[src/rtl/secded_pkg.sv]
package secded_pkg;

  // Smallest number of Hamming check bits able to cover data_w payload bits.
  function automatic int unsigned ham_checks(input int unsigned data_w);
    int unsigned r;
    r = 1;
    while ((1 << r) < (data_w + r + 1)) r++;
    return r;
  endfunction

  // 1 when idx is a power of two (check-bit slot), 0 otherwise.
  function automatic bit is_pow2(input int unsigned idx);
    return (idx != 0) && ((idx & (idx - 1)) == 0);
  endfunction

endpackage

[src/rtl/lane_sipo.sv]
module lane_sipo #(
  parameter int unsigned WIDTH = 120
) (
  input  logic             clk,
  input  logic             rst,
  input  logic             bit_in,
  input  logic             shift_en,
  input  logic             load_en,
  output logic [WIDTH-1:0] held
);

  logic [WIDTH-1:0] chain_q;
  logic [WIDTH-1:0] held_q;

  // Serial chain: newest bit enters at the top, so the first bit ends at 0.
  always_ff @(posedge clk) begin
    if (rst) begin
      chain_q <= '0;
    end else if (shift_en) begin
      chain_q <= {bit_in, chain_q[WIDTH-1:1]};
    end
  end

  // Holding bank: the only source for the encoder.
  always_ff @(posedge clk) begin
    if (rst) begin
      held_q <= '0;
    end else if (load_en) begin
      held_q <= chain_q;
    end
  end

  assign held = held_q;

  a_r2_entry: assert property (@(posedge clk) disable iff (rst)
    shift_en |=> chain_q[WIDTH-1] == $past(bit_in));

  a_r3_hold_stable: assert property (@(posedge clk) disable iff (rst)
    !load_en |=> $stable(held_q));

  a_r12_chain_idle: assert property (@(posedge clk) disable iff (rst)
    !shift_en |=> $stable(chain_q));

endmodule

[src/rtl/lane_parity.sv]
module lane_parity
  import secded_pkg::*;
#(
  parameter int unsigned DATA_W = 120,
  localparam int unsigned CHK_W  = ham_checks(DATA_W),
  localparam int unsigned CODE_W = DATA_W + CHK_W + 1
) (
  input  logic [DATA_W-1:0] data,
  output logic [CODE_W-1:0] code
);

  always_comb begin
    logic [CODE_W-1:0] w;
    logic              acc;
    int unsigned       j;
    w = '0;
    j = 0;
    // Scatter payload across the non-check slots in ascending order.
    for (int unsigned p = 1; p < CODE_W; p++) begin
      if (!is_pow2(p) && (j < DATA_W)) begin
        w[p] = data[j];
        j++;
      end
    end
    // Each check bit evens out the slots whose index has its bit set.
    for (int unsigned k = 0; k < CHK_W; k++) begin
      acc = 1'b0;
      for (int unsigned p = 1; p < CODE_W; p++) begin
        if (((p >> k) & 1) != 0) acc = acc ^ w[p];
      end
      w[1 << k] = acc;
    end
    // Overall parity in slot 0 extends the code to double-error detection.
    w[0] = ^w[CODE_W-1:1];
    code = w;
  end

endmodule

[src/rtl/lane_piso.sv]
module lane_piso #(
  parameter int unsigned WIDTH = 128
) (
  input  logic             clk,
  input  logic             rst,
  input  logic [WIDTH-1:0] par_in,
  input  logic             capture_en,
  input  logic             load_en,
  input  logic             shift_en,
  output logic             bit_out
);

  logic [WIDTH-1:0] bank_q;
  logic [WIDTH-1:0] chain_q;
  logic [WIDTH-1:0] chain_d;

  always_ff @(posedge clk) begin
    if (rst) begin
      bank_q <= '0;
    end else if (capture_en) begin
      bank_q <= par_in;
    end
  end

  // Per-stage 2:1 select: bank bit on load, upstream neighbour on shift.
  for (genvar s = 0; s < WIDTH; s++) begin : g_stage
    logic upstream;
    if (s == WIDTH - 1) begin : g_top
      assign upstream = 1'b0;
    end else begin : g_mid
      assign upstream = chain_q[s+1];
    end
    assign chain_d[s] = load_en ? bank_q[s] : upstream;
  end

  always_ff @(posedge clk) begin
    if (rst) begin
      chain_q <= '0;
    end else if (load_en || shift_en) begin
      chain_q <= chain_d;
    end
  end

  assign bit_out = chain_q[0];

  a_r9_bank_hold: assert property (@(posedge clk) disable iff (rst)
    !capture_en |=> $stable(bank_q));

  a_r10_load: assert property (@(posedge clk) disable iff (rst)
    load_en |=> chain_q == $past(bank_q));

  a_r11_shift: assert property (@(posedge clk) disable iff (rst)
    (shift_en && !load_en) |=> chain_q[WIDTH-2:0] == $past(chain_q[WIDTH-1:1]));

  a_r12_out_idle: assert property (@(posedge clk) disable iff (rst)
    (!shift_en && !load_en) |=> $stable(bit_out));

endmodule

[src/rtl/secded_lane.sv]
module secded_lane
  import secded_pkg::*;
#(
  parameter int unsigned DATA_W = 120,
  localparam int unsigned CHK_W  = ham_checks(DATA_W),
  localparam int unsigned CODE_W = DATA_W + CHK_W + 1
) (
  input  logic clk,
  input  logic rst,
  input  logic ser_in,
  input  logic in_shift,
  input  logic in_load,
  input  logic out_capture,
  input  logic out_load,
  input  logic out_shift,
  output logic ser_out
);

  logic [DATA_W-1:0] held_word;
  logic [CODE_W-1:0] code_word;

  lane_sipo #(.WIDTH(DATA_W)) u_in (
    .clk      (clk),
    .rst      (rst),
    .bit_in   (ser_in),
    .shift_en (in_shift),
    .load_en  (in_load),
    .held     (held_word)
  );

  lane_parity #(.DATA_W(DATA_W)) u_enc (
    .data (held_word),
    .code (code_word)
  );

  lane_piso #(.WIDTH(CODE_W)) u_out (
    .clk        (clk),
    .rst        (rst),
    .par_in     (code_word),
    .capture_en (out_capture),
    .load_en    (out_load),
    .shift_en   (out_shift),
    .bit_out    (ser_out)
  );

  // Encoder output must stay even across the whole word between strobes.
  a_r6_even_word: assert property (@(posedge clk) disable iff (rst)
    ^code_word == 1'b0);

  // A fresh input word only reaches the encoder through the load strobe.
  a_r3_code_stable: assert property (@(posedge clk) disable iff (rst)
    !in_load |=> $stable(code_word));

endmodule

[config.mk]
export PLATFORM = sky130hd
export DESIGN_NAME = secded_lane
export DESIGN_NICKNAME = d
export VERILOG_FILES = /design/src/rtl/secded_pkg.sv /design/src/rtl/lane_sipo.sv /design/src/rtl/lane_parity.sv /design/src/rtl/lane_piso.sv /design/src/rtl/secded_lane.sv
export SDC_FILE = /design/constraint.sdc
export NUM_CORES = 1
export LEC_CHECK = 0
export BUFFER_PORTS_ARGS = -buffer_cell sky130_fd_sc_hd__buf_2
export CAP_MARGIN = 20
export CORE_ASPECT_RATIO = 1.2
export CORE_MARGIN = 8
export CORE_UTILIZATION = 60
export CTS_BUF_LIST = sky130_fd_sc_hd__clkbuf_8 sky130_fd_sc_hd__clkbuf_16
export DETAILED_ROUTE_END_ITERATION = 12
export PLACE_DENSITY = 0.79
export REMOVE_ABC_BUFFERS = 1
export SLEW_MARGIN = 20
export SYNTH_ARGS = -nofsm -noshare
export SYNTH_HDL_FRONTEND = slang
export SYNTH_SLANG_ARGS = --single-unit
[constraint.sdc]
create_clock -name clk -period 4.25 [get_ports clk]
set_input_delay 0.425 -clock clk [delete_from_list [all_inputs] [get_ports clk]]
set_output_delay 0.425 -clock clk [all_outputs]
set_load 0.005 [all_outputs]
# Yosys cells after proc, flatten, opt, wreduce, memory -nomap -nowiden
# Index checks and enable logic that the tools add are counted.
[op_classes]
n_mux = 128
bitwise_logic = 434
n_reduce_logical = 2
[op_table]
columns = ["operator", "n"]
rows = [
  ["$xor 1x1->1", 434],
  ["$mux 1", 128],
  ["$reduce_xor 127->1", 1],
  ["$logic_or 1x1->1", 1],
]
[totals]
register_bits = 496
output_inout_bits = 1
elab_cells = 568

# Longest topological paths before layout
# Gate-level depths: netlist (run 1).
[logic_depth]
depth_word = 63
mapped_depth = 10

# Modules after synthesis
# Synthesis (run 1) repeated with hierarchy kept, for this count alone.
[unflattened]
cells_unflattened = 2106
hier_area_um2 = 23118.4
[modules_own_cells]
columns = ["mod", "n_inst", "cells_per_inst", "area_each_um2", "seq_area_each_um2"]
rows = [
  ["lane_piso", 1, 980, 11123.2, 5124.9],
  ["lane_sipo", 1, 775, 8715.9, 4804.6],
  ["lane_parity", 1, 351, 3279.4, 0.0],
]

# Worst setup path after synthesis (run 1)
# Ideal clock, no wire load.
[synth_timing]
path_kind = "reg2reg"
start = "register u_in.held_q[118], in the netlist u_in.held[118]"
end = "register u_out.bank_q[0]"
setup_ps = 128
arrival_ps = 2901
t_required_ps = 4122
path_slack_ps = 1221
path_stages_with_launch = 10
period_less_slack_ps = 3029
path_cell_list = "dfxtp_1 xor2_1 xnor3_2 xnor3_1 xnor2_2 xnor3_1 xor3_1 xnor3_1 mux2i_1 nor2_1"
[synth_between]
elab_chain_len = 3
word_cells_on_any_way = 13
classes_between = "12 x bitwise; 1 x reduce/logical"
[synth_rtl]
columns = ["item", "line_no", "rtl"]
rows = [
  ["start: declaration", "lane_sipo.sv:13", "logic [WIDTH-1:0] held_q;"],
  ["start signal: assignment", "lane_sipo.sv:29", "held_q <= chain_q;"],
  ["$xor 1x1->1 (2 in series)", "lane_parity.sv:29", "if (((p >> k) & 1) != 0) acc = acc ^ w[p];"],
  ["$reduce_xor 127->1 (*)", "lane_parity.sv:34", "w[0] = ^w[CODE_W-1:1];"],
  ["end signal: assignment", "lane_piso.sv:21", "bank_q <= par_in;"],
  ["end: declaration", "lane_piso.sv:13", "logic [WIDTH-1:0] bank_q;"],
]
# Mark *: on every way between the ends. The rest lies on a longest branch, timed or not.
# A chain may end at the register's enable or synchronous reset.

# Worst setup path in the final report (run 1)
[layout_timing]
start = "register u_in.held_q[119], in the netlist u_in.held[119]"
end = "register u_out.bank_q[0]"
[layout_between]
elab_chain_len = 2
word_cells_on_any_way = 8
classes_between = "7 x bitwise; 1 x reduce/logical"
[layout_rtl]
columns = ["item", "line_no"]
rows = [
  ["$xor 1x1->1", "lane_parity.sv:29"],
  ["$reduce_xor 127->1 (*)", "lane_parity.sv:34"],
]
# Marks and branches as above.

==> results of run 1 <==
[critical path, cell delays in order (launching register included)]
cell,delay [ns]
sky130_fd_sc_hd__dfxtp_1,0.47
sky130_fd_sc_hd__xnor2_2,0.19
sky130_fd_sc_hd__xnor3_1,0.52
sky130_fd_sc_hd__xnor3_2,0.46
sky130_fd_sc_hd__xnor3_1,0.37
sky130_fd_sc_hd__xnor2_1,0.26
sky130_fd_sc_hd__xor3_1,0.35
sky130_fd_sc_hd__xnor3_1,0.36
sky130_fd_sc_hd__mux2i_1,0.15
sky130_fd_sc_hd__nor2_1,0.06
[final cells by class]
type                    count  area, sq um  share of cell area
well taps                 462          578              0.0252
repair buffers             26          307              0.0134
flip-flops and latches    496         9930               0.434
clock inverters            24          283              0.0124
multi-input cells        1473        10400               0.455
clock buffers              61         1370              0.0598
inverters                   1         3.75            0.000164
[metrics by stage]
step	instance area [sq um]	worst slack [ns]	hold WS, ns	power, mW	utilization
6_report	22900	0.954	0.132	9.47	0.661
3_5_place_dp	21200	0.979	0.471	5.17	0.614
2_1_floorplan	20400	1.23	0.433	4.89	-
3_3_place_gp	21200	1.00	0.457	5.17	0.614
5_1_grt	22900	0.851	0.126	9.73	0.661
4_1_cts	22900	0.958	0.114	9.53	0.661
[sequential cells by signal, summed over array words and instances, names as in the netlist]
signal / cells
u_out.bank_q: 128
u_out.chain_q: 128
u_in.chain_q: 120
u_in.held: 120
[power groups by stage]
| stage | sequential, mW | combinational [mW] | clock (mW) |
|---|---|---|---|
| 2_1_floorplan | 4.76 | 0.132 | 0 |
| 4_1_cts | 4.66 | 0.405 | 4.47 |
| 3_5_place_dp | 4.76 | 0.404 | 0 |
| 3_3_place_gp | 4.76 | 0.401 | 0 |
| 6_report | 4.66 | 0.405 | 4.40 |
| 5_1_grt | 4.66 | 0.428 | 4.65 |
[kinds of logic after synthesis]
logic type | after synthesis | share of synthesized area
XOR/XNOR | 227 | 0.119
AO/OA/AOI/OAI | 129 | 0.0311
AND/OR/NAND/NOR | 623 | 0.112
multiplexers | 494 | 0.237
flip-flops | 496 | 0.475
buffers and inverters | 142 | 0.0257
[final timing paths]
kind | from | endpoint | slack (ns)
setup reg to reg | u_in.held[119] | u_out.bank_q[0] | 0.95
hold reg to reg | u_out.bank_q[73] | u_out.chain_q[73] | 0.48
setup / recovery | u_in.held[119] | u_out.bank_q[0] | 0.95
hold / removal | ser_in | u_in.chain_q[119] | 0.13
[routing by layer]
metal | up-vias | track usage | routed length (um)
li1 | 6837 | - | -
met1 | 6744 | 0.254 | 19100
met2 | 244 | 0.367 | 21300
met3 | 77 | 0.0265 | 1600
met4 | 0 | 0.0759 | 1370
met5 | - | 0 | 0
[placed cells by master, fill, tap and decap left out]
master / count
sky130_fd_sc_hd__inv_6: 1
sky130_fd_sc_hd__buf_6: 4
sky130_fd_sc_hd__xor2_1: 20
sky130_fd_sc_hd__clkbuf_16: 47
sky130_fd_sc_hd__clkinvlp_4: 4
sky130_fd_sc_hd__nor2_1: 620
sky130_fd_sc_hd__bufinv_16: 6
sky130_fd_sc_hd__a211oi_1: 2
sky130_fd_sc_hd__buf_4: 11
sky130_fd_sc_hd__mux2i_1: 494
sky130_fd_sc_hd__buf_8: 1
sky130_fd_sc_hd__xnor2_1: 170
sky130_fd_sc_hd__buf_2: 2
sky130_fd_sc_hd__xor3_1: 2
sky130_fd_sc_hd__nor3b_1: 1
sky130_fd_sc_hd__xnor2_2: 2
sky130_fd_sc_hd__xor2_2: 1
sky130_fd_sc_hd__xnor3_2: 2
sky130_fd_sc_hd__inv_1: 2
sky130_fd_sc_hd__nor2b_1: 2
sky130_fd_sc_hd__a21oi_1: 127
sky130_fd_sc_hd__clkinv_2: 12
sky130_fd_sc_hd__dfxtp_1: 496
sky130_fd_sc_hd__xnor3_1: 30
sky130_fd_sc_hd__clkbuf_8: 15
sky130_fd_sc_hd__buf_12: 7
==> impl_metrics.toml, run 1 <==
[routing]
route.detailed.drc = 0
drtIter0Drc = 824
detailroute.via_count = 13900
routed_via_density = 5.47
route.antenna.remaining_nets = 0
wl_per_cell_um = 17.1
first_pass_iters = 5
drt_wl_total_um = 43400

[clock_network]
max-clock-path-buffers = 3
cts_resized = 0
cts_buffers = 46
cts_setup_buffers = 0
cts_tree = "built"
worstSkewPairLatency_ns = 0.57
cts_htree_levels = 2
clk_pin_slew_ns = 0.07
cts-root-buf = "sky130_fd_sc_hd__clkbuf_16"
clkSinkCount = 496
cts_hold_repair.buffers = 0

[timing]
final_setup_viols = 0
finalMaxSlewViolations = 0
maxSlewHeadroom = 0.336
max_freq_mhz = 303
final_period_minus_worst_setup_slack_ns = 3.30
fin_skew_ns = 0.0211
setup_repair_after_global_routing_missed_its_margin = "no"
fin_setup_tns_ns = 0
measured_slew_at_the_worst_slew_check_pin_ns = 0.996
timing.final.crit_share = 0.776
finalHoldViolCount = 0

[power]
power_switching_share = 0.215
clock_power_share = 0.465
internal_power_mw = 7.43
max-vdd-ir-drop_mv = 0.359
combinationalPowerShare = 0.043
p_seq_frac = 0.492
power_switching_mw = 2.04
powerDensity_mw_per_mm2 = 414
power.static_leakage_nw = 9.92

[critical_path]
setup.worst_path.start_class = "flip-flop"
critical_path.endpoint_type = "flip-flop"
cp_max_fo = 4
worst_r2r_path_depth = 9
type_of_the_worst_setup_path = "flip-flop to flip-flop"
critPathRequiredTime_ns = 4.70
critical_path_arrival_ns = 3.74

[cells_and_area]
fin_cells = 2543
fillers = 2656
area_growth_syn_to_layout_pct = 9.59
drive_above_1_share = 0.0553
num_antenna_cells = 0
nets = 2052

[hold_path]
whs_path_depth = 3
hold_path_class = "input port to flip-flop"

[global_route]
wire_length_of_the_first_global_routing_pass_um = 70200
antenna_violations_before_repair = 0
largest_net_degree_at_the_start_of_global_routing = 165
globalRoute.totalOverflow = 0
grt_use_total = 0.206
first_global_vias = 13600

[yosys]
ys_seq_area_frac = 0.475
synth_top_flop_cell = "sky130_fd_sc_hd__dfxtp_1"
syn_inst = 2111
synthTopCellsByArea = "sky130_fd_sc_hd__dfxtp_1 (48%), sky130_fd_sc_hd__mux2i_1 (24%), sky130_fd_sc_hd__nor2_1 (11%)"
synth_edf_count = 0
yosys_warnings = 0
synth_area_leader_cell = "sky130_fd_sc_hd__dfxtp_1"
yosys.cell_types.count = 18
synthTopCellsByCount = "sky130_fd_sc_hd__nor2_1 (620), sky130_fd_sc_hd__dfxtp_1 (496), sky130_fd_sc_hd__mux2i_1 (494)"
asyncSetResetFlopFracSynth = 0
ys_ff_latch = 496
post_synth.cell_area_avg_sq_um = 9.90
yosysMostFrequentCell = "sky130_fd_sc_hd__nor2_1"
post_synth_instance_area_sq_mm = 0.0209
synth_top_area_frac = 0.475

[floorplan]
die_h_um = 220
floorplan.initialDensity = 0.603
core_region_area_sq_mm = 0.0346
top_level_ports = 9
die_width_um = 186
die_ar_sq_mm = 0.0411
floorplan.rows = 75

[placement]
dp.cells = 2458
portBuffers = 8
place.detailed.hpwl_um = 27600
gp_congestion = 0.858

[run_status]
outcome = "complete, no violations"

[job]
count_of_maximum_capacitance_violations = 0
Note: power is estimated with default switching activity, not from simulation.
==> run 2: changes to the inputs <==
--- a/config.mk
+++ b/config.mk
@@ -9,7 +9,7 @@
 export CAP_MARGIN = 20
 export CORE_ASPECT_RATIO = 1.2
 export CORE_MARGIN = 8
-export CORE_UTILIZATION = 60
+export CORE_UTILIZATION = 57
 export CTS_BUF_LIST = sky130_fd_sc_hd__clkbuf_8 sky130_fd_sc_hd__clkbuf_16
 export DETAILED_ROUTE_END_ITERATION = 12
 export PLACE_DENSITY = 0.79
==> constraint.sdc (replaced) <==
create_clock -name clk -period 2.7 [get_ports clk]
set_input_delay 0.27 -clock clk [delete_from_list [all_inputs] [get_ports clk]]
set_output_delay 0.27 -clock clk [all_outputs]
set_load 0.005 [all_outputs]
==> run 2 against run 1 <==
  * The flow now finishes with violations (negative setup slack)
  * Clock power grew 61%
  * Clock skew fell by 0.0030 ns
  * Critical path depth is the same
  * Non-clock buffer count grew 165
  * Count of clock-buffer cells in the layout rose by 1
==> impl_metrics.toml, run 2 (synthesis results as in run 1) <==
[run_status]
outcome = "complete, but fails checks"
violated_checks = "negative setup slack"

[timing]
maxSlewHeadroom = 0.596
finalMaxSlewViolations = 0
timing.final.crit_share = 1.11
fin_setup_tns_ns = -0.291
max_freq_mhz = 334
final_setup_viols = 1
finalHoldViolCount = 0
measured_slew_at_the_worst_slew_check_pin_ns = 0.606
postLayoutSetupSlackWorst_ns = -0.291
setup_repair_after_global_routing_missed_its_margin = "yes"
hold_slack_ns = 0.111
fin_skew_ns = 0.0182
final_period_minus_worst_setup_slack_ns = 2.99

[placement]
place.detailed.hpwl_um = 31100
gp_congestion = 0.868
portBuffers = 8
post_dp_cell_area_sq_mm = 0.0225

[cells_and_area]
nets = 2218
area.sequential_sq_mm = 0.00994
layout.cells.most_common_list = "sky130_fd_sc_hd__nor2_1 (620), sky130_fd_sc_hd__mux2i_1 (494), sky130_fd_sc_hd__dfxtp_1 (486)"
fillers = 2639
total_area_of_multi_input_combinational_cells_sq_mm = 0.0106
layout_commonest_cell = "sky130_fd_sc_hd__nor2_1"
num_antenna_cells = 0
area_growth_syn_to_layout_pct = 17.3
drive_above_1_share = 0.139
largest_regs = "u_out.bank_q: 128 flops, u_out.chain_q: 128 flops"
finish.utilization = 0.671
final_cell_area_sq_mm = 0.0245

[critical_path]
type_of_the_worst_setup_path = "flip-flop to flip-flop"
worstSetupPathDepth = 9
critical_path.max_stage_delay_ns = 0.47
critical_path.endpoint_type = "flip-flop"
crit_buf_inv = 0
worst_r2r_path_depth = 9
cp_max_fo = 2
crit_slowest_cell = "sky130_fd_sc_hd__xnor3_1"
path_common_cell = "sky130_fd_sc_hd__xnor3_1"
critical_path_arrival_ns = 3.42
critPathRequiredTime_ns = 3.13
path_cells = "xnor3_1, xnor3_1, xnor2_2, xor3_1, xnor2_2, xnor2_1, xnor3_1, mux2i_1, nor2_1"
setup.worst_path.start_class = "flip-flop"
cp_top_family = "XOR/XNOR gates"

[clock_network]
cts-root-buf = "sky130_fd_sc_hd__clkbuf_16"
clkSinkCount = 496
cts_buffers = 47
clk_pin_slew_ns = 0.06
max-clock-path-buffers = 3
cts_tree = "built"
worstSkewPairLatency_ns = 0.57
cts_htree_levels = 2

[power]
power.static_leakage_nw = 10.9
max-vdd-ir-drop_mv = 0.485
powerDensity_mw_per_mm2 = 617
power_mw = 15.1

[routing]
detailroute.via_count = 14700
drt_wl_total_um = 47400
wl_per_cell_um = 17.4
drtIter0Drc = 906
route.detailed.drc = 0
route.antenna.remaining_nets = 0
routed_via_density = 5.41
first_pass_iters = 5

[global_route]
largest_net_degree_at_the_start_of_global_routing = 90
antenna_violations_before_repair = 0
globalRoute.totalOverflow = 0
grt_use_total = 0.218
first_global_vias = 15000
wire_length_of_the_first_global_routing_pass_um = 76800

[hold_path]
hold_path_class = "input port to flip-flop"
whs_path_depth = 2

[floorplan]
core_region_area_sq_mm = 0.0365
floorplan.initialDensity = 0.572
die_width_um = 191
top_level_ports = 9
floorplan.rows = 77
die_h_um = 226
die_ar_sq_mm = 0.0431

[job]
count_of_maximum_capacitance_violations = 0
[run 2: cell types whose count changed in the layout (fill, tap and decap cells not counted), moves of 4 or more]
cell and delta:
sky130_fd_sc_hd__xnor3_2 +6, sky130_fd_sc_hd__xnor2_1 -19, sky130_fd_sc_hd__buf_12 +9, sky130_fd_sc_hd__xnor3_1 -6, sky130_fd_sc_hd__dfxtp_1 -10, sky130_fd_sc_hd__dfxtp_2 +10, sky130_fd_sc_hd__xnor2_2 +17, sky130_fd_sc_hd__buf_4 +152
sky130_fd_sc_hd__clkinvlp_4 -4
[run 2: metal layers]
| layer | vias up | track usage | part of all wire |
|---|---|---|---|
| met5 | - | 0 | 0 |
| met4 | 0 | 0.0934 | 0.040 |
| met3 | 109 | 0.0297 | 0.033 |
| met2 | 246 | 0.391 | 0.51 |
| met1 | 7170 | 0.256 | 0.41 |
| li1 | 7174 | - | - |
[run 2: worst paths after layout]
check | from | end | slack, ns
setup / recovery | u_in.held[88] | u_out.bank_q[0] | -0.29
hold / removal | rst | u_out.bank_q[75] | 0.11
setup reg to reg | u_in.held[88] | u_out.bank_q[0] | -0.29
hold reg to reg | u_out.bank_q[69] | u_out.chain_q[69] | 0.48
[run 2: final cells by class]
class	count	area share
tap	474	0.0242
multi-input combinational	1473	0.433
timing repair buffer	191	0.0682
clock buffer	62	0.0569
sequential	496	0.406
clock inverter	22	0.0124
inverter	1	0.000153
[run 2: stage by stage]
stage / instances / worst slack [ns]
CTS: 2719 / -0.126
floorplan: 1970 / -0.316
finish: 2719 / -0.291
detailed placement: 2626 / -0.521
global placement: 2626 / -0.386
global route: 2719 / -0.363
[run 2: power breakdown]
| part | internal, mW | switching [mW] |
|---|---|---|
| combinational | 0.262 | 0.423 |
| sequential | 7.33 | 0.00813 |
| clock | 4.30 | 2.80 |
[run 2: worst reg2reg max path: stages (launching register included)]
cell	delay, ns
sky130_fd_sc_hd__dfxtp_1	0.34
sky130_fd_sc_hd__xnor3_1	0.41
sky130_fd_sc_hd__xnor3_1	0.47
sky130_fd_sc_hd__xnor2_2	0.32
sky130_fd_sc_hd__xor3_1	0.36
sky130_fd_sc_hd__xnor2_2	0.19
sky130_fd_sc_hd__xnor2_1	0.23
sky130_fd_sc_hd__xnor3_1	0.34
sky130_fd_sc_hd__mux2i_1	0.15
sky130_fd_sc_hd__nor2_1	0.05
[run 2: what timing repair did]
| action | in CTS | in global routing |
|---|---|---|
| pin swaps | 23 | 8 |
| setup endpoints to repair | 2 | 2 |
| hold buffers | 1 | 0 |
| setup buffers | 9 | 1 |
| gates resized for setup | 28 | 12 |
| hold endpoints to repair | 1 | 0 |
==> run 3: changes to the inputs <==
--- a/config.mk
+++ b/config.mk
@@ -8,11 +8,10 @@
 export BUFFER_PORTS_ARGS = -buffer_cell sky130_fd_sc_hd__buf_2
 export CAP_MARGIN = 20
 export CORE_ASPECT_RATIO = 1.2
-export CORE_MARGIN = 8
 export CORE_UTILIZATION = 57
 export CTS_BUF_LIST = sky130_fd_sc_hd__clkbuf_8 sky130_fd_sc_hd__clkbuf_16
 export DETAILED_ROUTE_END_ITERATION = 12
-export PLACE_DENSITY = 0.79
+export PLACE_DENSITY_LB_ADDON = 0.05
 export REMOVE_ABC_BUFFERS = 1
 export SLEW_MARGIN = 20
 export SYNTH_ARGS = -nofsm -noshare
==> run 3 against run 2 <==
  * The flow still finishes with violations (negative setup slack)
  * Die area shrank 13%
  * First-iteration DRC count shrank 14%
  * Clock skew shrank 0.0048 ns
  * Clock power shrank 5.9%
  * Sequential share of layout area shrank 0.055 points
  * Wire length shrank 5.1%
  * Final cell count grew 0.59%
  * Maximum frequency grew 8.1%
  * Critical path type unchanged
  * Largest cell class unchanged
  * Largest power group unchanged
==> impl_metrics.toml, run 3 (synthesis results as in run 1) <==
[power]
power_switching_mw = 3.18
max-vdd-ir-drop_mv = 0.435
internal_power_mw = 11.5
clock_power_share = 0.455
power.static_leakage_nw = 11.0
combinationalPowerShare = 0.046
powerDensity_mw_per_mm2 = 599
p_seq_frac = 0.499
power_switching_share = 0.216

[critical_path]
type_of_the_worst_setup_path = "flip-flop to flip-flop"
worst_setup_path_startpoint = "u_in.held[118]"
worst_r2r_path_depth = 11
rrSetupSlack_ns = -0.07
setup.worst_path.start_class = "flip-flop"
critical_path.endpoint_type = "flip-flop"
worst_r2r_endpoint = "u_out.bank_q[0]"
critical_path_arrival_ns = 3.19
setup.worst_path.end = "u_out.bank_q[0]"
cp_max_fo = 3
critPathRequiredTime_ns = 3.12
rr_startpoint = "u_in.held[118]"

[global_route]
grt_use_total = 0.245
wire_length_of_the_first_global_routing_pass_um = 72800
largest_net_degree_at_the_start_of_global_routing = 87
first_global_vias = 13900
globalRoute.totalOverflow = 0
antenna_violations_before_repair = 0

[run_status]
violated_checks = "negative setup slack"
outcome = "complete, but fails checks"

[routing]
maxUsedRoutingLayer = "met4"
detailroute.wirelength.met2_um = 21400
first_pass_iters = 5
drt_wl_total_um = 45000
drtIter0Drc = 782
wl_per_cell_um = 16.4
route.detailed.drc = 0
route.antenna.remaining_nets = 0
routed_via_density = 5.16
detailroute.via_count = 14100
wl_met3_um = 1450
met1_routed_wirelength_after_detailed_routing_um = 20900

[placement]
place.detailed.hpwl_um = 30500
gp_congestion = 0.825
post_dp_cell_area_sq_mm = 0.0227
place_worst_setup_slack_ns = -0.434
portBuffers = 8

[clock_network]
worstSkewPairLatency_ns = 0.56
cts_tree = "built"
cts_htree_levels = 2
max-clock-path-buffers = 3
cts_buffers = 49
clk_pin_slew_ns = 0.06
clkSinkCount = 496
cts-root-buf = "sky130_fd_sc_hd__clkbuf_16"

[timing]
final_period_minus_worst_setup_slack_ns = 2.77
maxSlewHeadroom = 0.608
measured_slew_at_the_worst_slew_check_pin_ns = 0.588
setup_repair_after_global_routing_missed_its_margin = "yes"
postLayoutSetupSlackWorst_ns = -0.0672
timing.final.crit_share = 1.02
fin_setup_tns_ns = -0.0672
finalHoldViolCount = 0
fin_skew_ns = 0.0133
max_freq_mhz = 361
finalMaxSlewViolations = 0
final_setup_viols = 1

[job]
count_of_maximum_capacitance_violations = 0

[floorplan]
floorplan.rows = 76
top_level_ports = 9
floorplan.initialDensity = 0.580
die_h_um = 212
die_width_um = 177
die_ar_sq_mm = 0.0374
core_region_area_sq_mm = 0.0360

[cells_and_area]
layout_commonest_cell = "sky130_fd_sc_hd__nor2_1"
num_antenna_cells = 0
largest_regs = "u_out.bank_q: 128 flops, u_out.chain_q: 128 flops"
fillers = 2802
total_area_of_multi_input_combinational_cells_sq_mm = 0.0106
layout.cells.most_common_list = "sky130_fd_sc_hd__nor2_1 (620), sky130_fd_sc_hd__mux2i_1 (494), sky130_fd_sc_hd__dfxtp_1 (489)"
drive_above_1_share = 0.139
nets = 2239
area_growth_syn_to_layout_pct = 17.4
finish.utilization = 0.681
final_cell_area_sq_mm = 0.0245
area.sequential_sq_mm = 0.00994

[hold_path]
hold_path_class = "input port to flip-flop"
min_from = "rst"
run 3: changes by cell type in the layout (fill, tap and decap cells not counted), moves of 2 or more:
cell | previous run | this run
sky130_fd_sc_hd__xnor2_1 | 151 | 149
sky130_fd_sc_hd__clkinvlp_4 | 0 | 2
sky130_fd_sc_hd__clkbuf_8 | 15 | 11
sky130_fd_sc_hd__xnor3_1 | 24 | 28
sky130_fd_sc_hd__bufinv_16 | 7 | 4
sky130_fd_sc_hd__clkinv_2 | 9 | 4
sky130_fd_sc_hd__xnor3_2 | 8 | 4
sky130_fd_sc_hd__dfxtp_1 | 486 | 489
sky130_fd_sc_hd__dfxtp_2 | 10 | 6
sky130_fd_sc_hd__buf_4 | 163 | 184
sky130_fd_sc_hd__inv_1 | 4 | 19
run 3: power groups by stage:
| stage | Clock, mW | Combinational (mW) | Sequential, mW |
|---|---|---|---|
| 3_5_place_dp | 0 | 0.679 | 7.50 |
| 6_report | 6.68 | 0.681 | 7.34 |
| 3_3_place_gp | 0 | 0.676 | 7.50 |
| 2_1_floorplan | 0 | 0.208 | 7.50 |
| 5_1_grt | 7.14 | 0.724 | 7.33 |
| 4_1_cts | 6.82 | 0.684 | 7.33 |
run 3: metrics by stage:
stage / hold WS, ns / total power, mW / instances
2_1_floorplan: 0.342 / 7.70 / 1970
3_3_place_gp: 0.460 / 8.17 / 2639
3_5_place_dp: 0.472 / 8.18 / 2639
4_1_cts: 0.109 / 14.8 / 2735
5_1_grt: 0.136 / 15.2 / 2735
6_report: 0.124 / 14.7 / 2735
run 3: metal layers:
metal | GRT usage | vias to the layer above
met5 | 0 | -
met2 | 0.414 | 148
met4 | 0.0803 | 0
met3 | 0.0321 | 68
met1 | 0.323 | 6678
li1 | - | 7221
run 3: area by class of cell:
| type | instances | share of cell area |
|---|---|---|
| tap | 468 | 0.0239 |
| multi-input combinational | 1473 | 0.433 |
| clock inverter | 28 | 0.00908 |
| sequential | 496 | 0.405 |
| inverter | 1 | 0.000153 |
| clock buffer | 59 | 0.0556 |
| timing repair buffer | 210 | 0.0733 |
run 3: repair_timing:
action,4_1_cts,5_1_grt
setup buffers,8,0
hold endpoints to repair,1,0
hold buffers,1,0
pin swaps,21,3
gates cloned,0,0
endpoints found under the setup margin,2,2
gates resized for setup,24,13
run 3: worst min path at each step:
stage                              to  cells past startpoint  slack [ns]
floorplan             u_out.bank_q[1]                      1        0.34
global placement    u_out.chain_q[69]                      2        0.46
detailed placement  u_out.chain_q[62]                      2        0.47
CTS                 u_out.bank_q[118]                      3        0.11
global route         u_out.bank_q[42]                      3        0.14
finish              u_out.chain_q[82]                      2        0.12
run 3: worst max-delay path, cell delays in order, from the launching register on:
cell and delay, ns:
sky130_fd_sc_hd__dfxtp_1 0.32, sky130_fd_sc_hd__buf_4 0.14, sky130_fd_sc_hd__xnor2_1 0.24, sky130_fd_sc_hd__xnor2_1 0.18
sky130_fd_sc_hd__xnor3_1 0.36, sky130_fd_sc_hd__buf_4 0.15, sky130_fd_sc_hd__xnor3_1 0.22, sky130_fd_sc_hd__xnor3_1 0.24
sky130_fd_sc_hd__xor3_1 0.39, sky130_fd_sc_hd__xnor3_1 0.21, sky130_fd_sc_hd__mux2i_1 0.14, sky130_fd_sc_hd__nor2_1 0.05
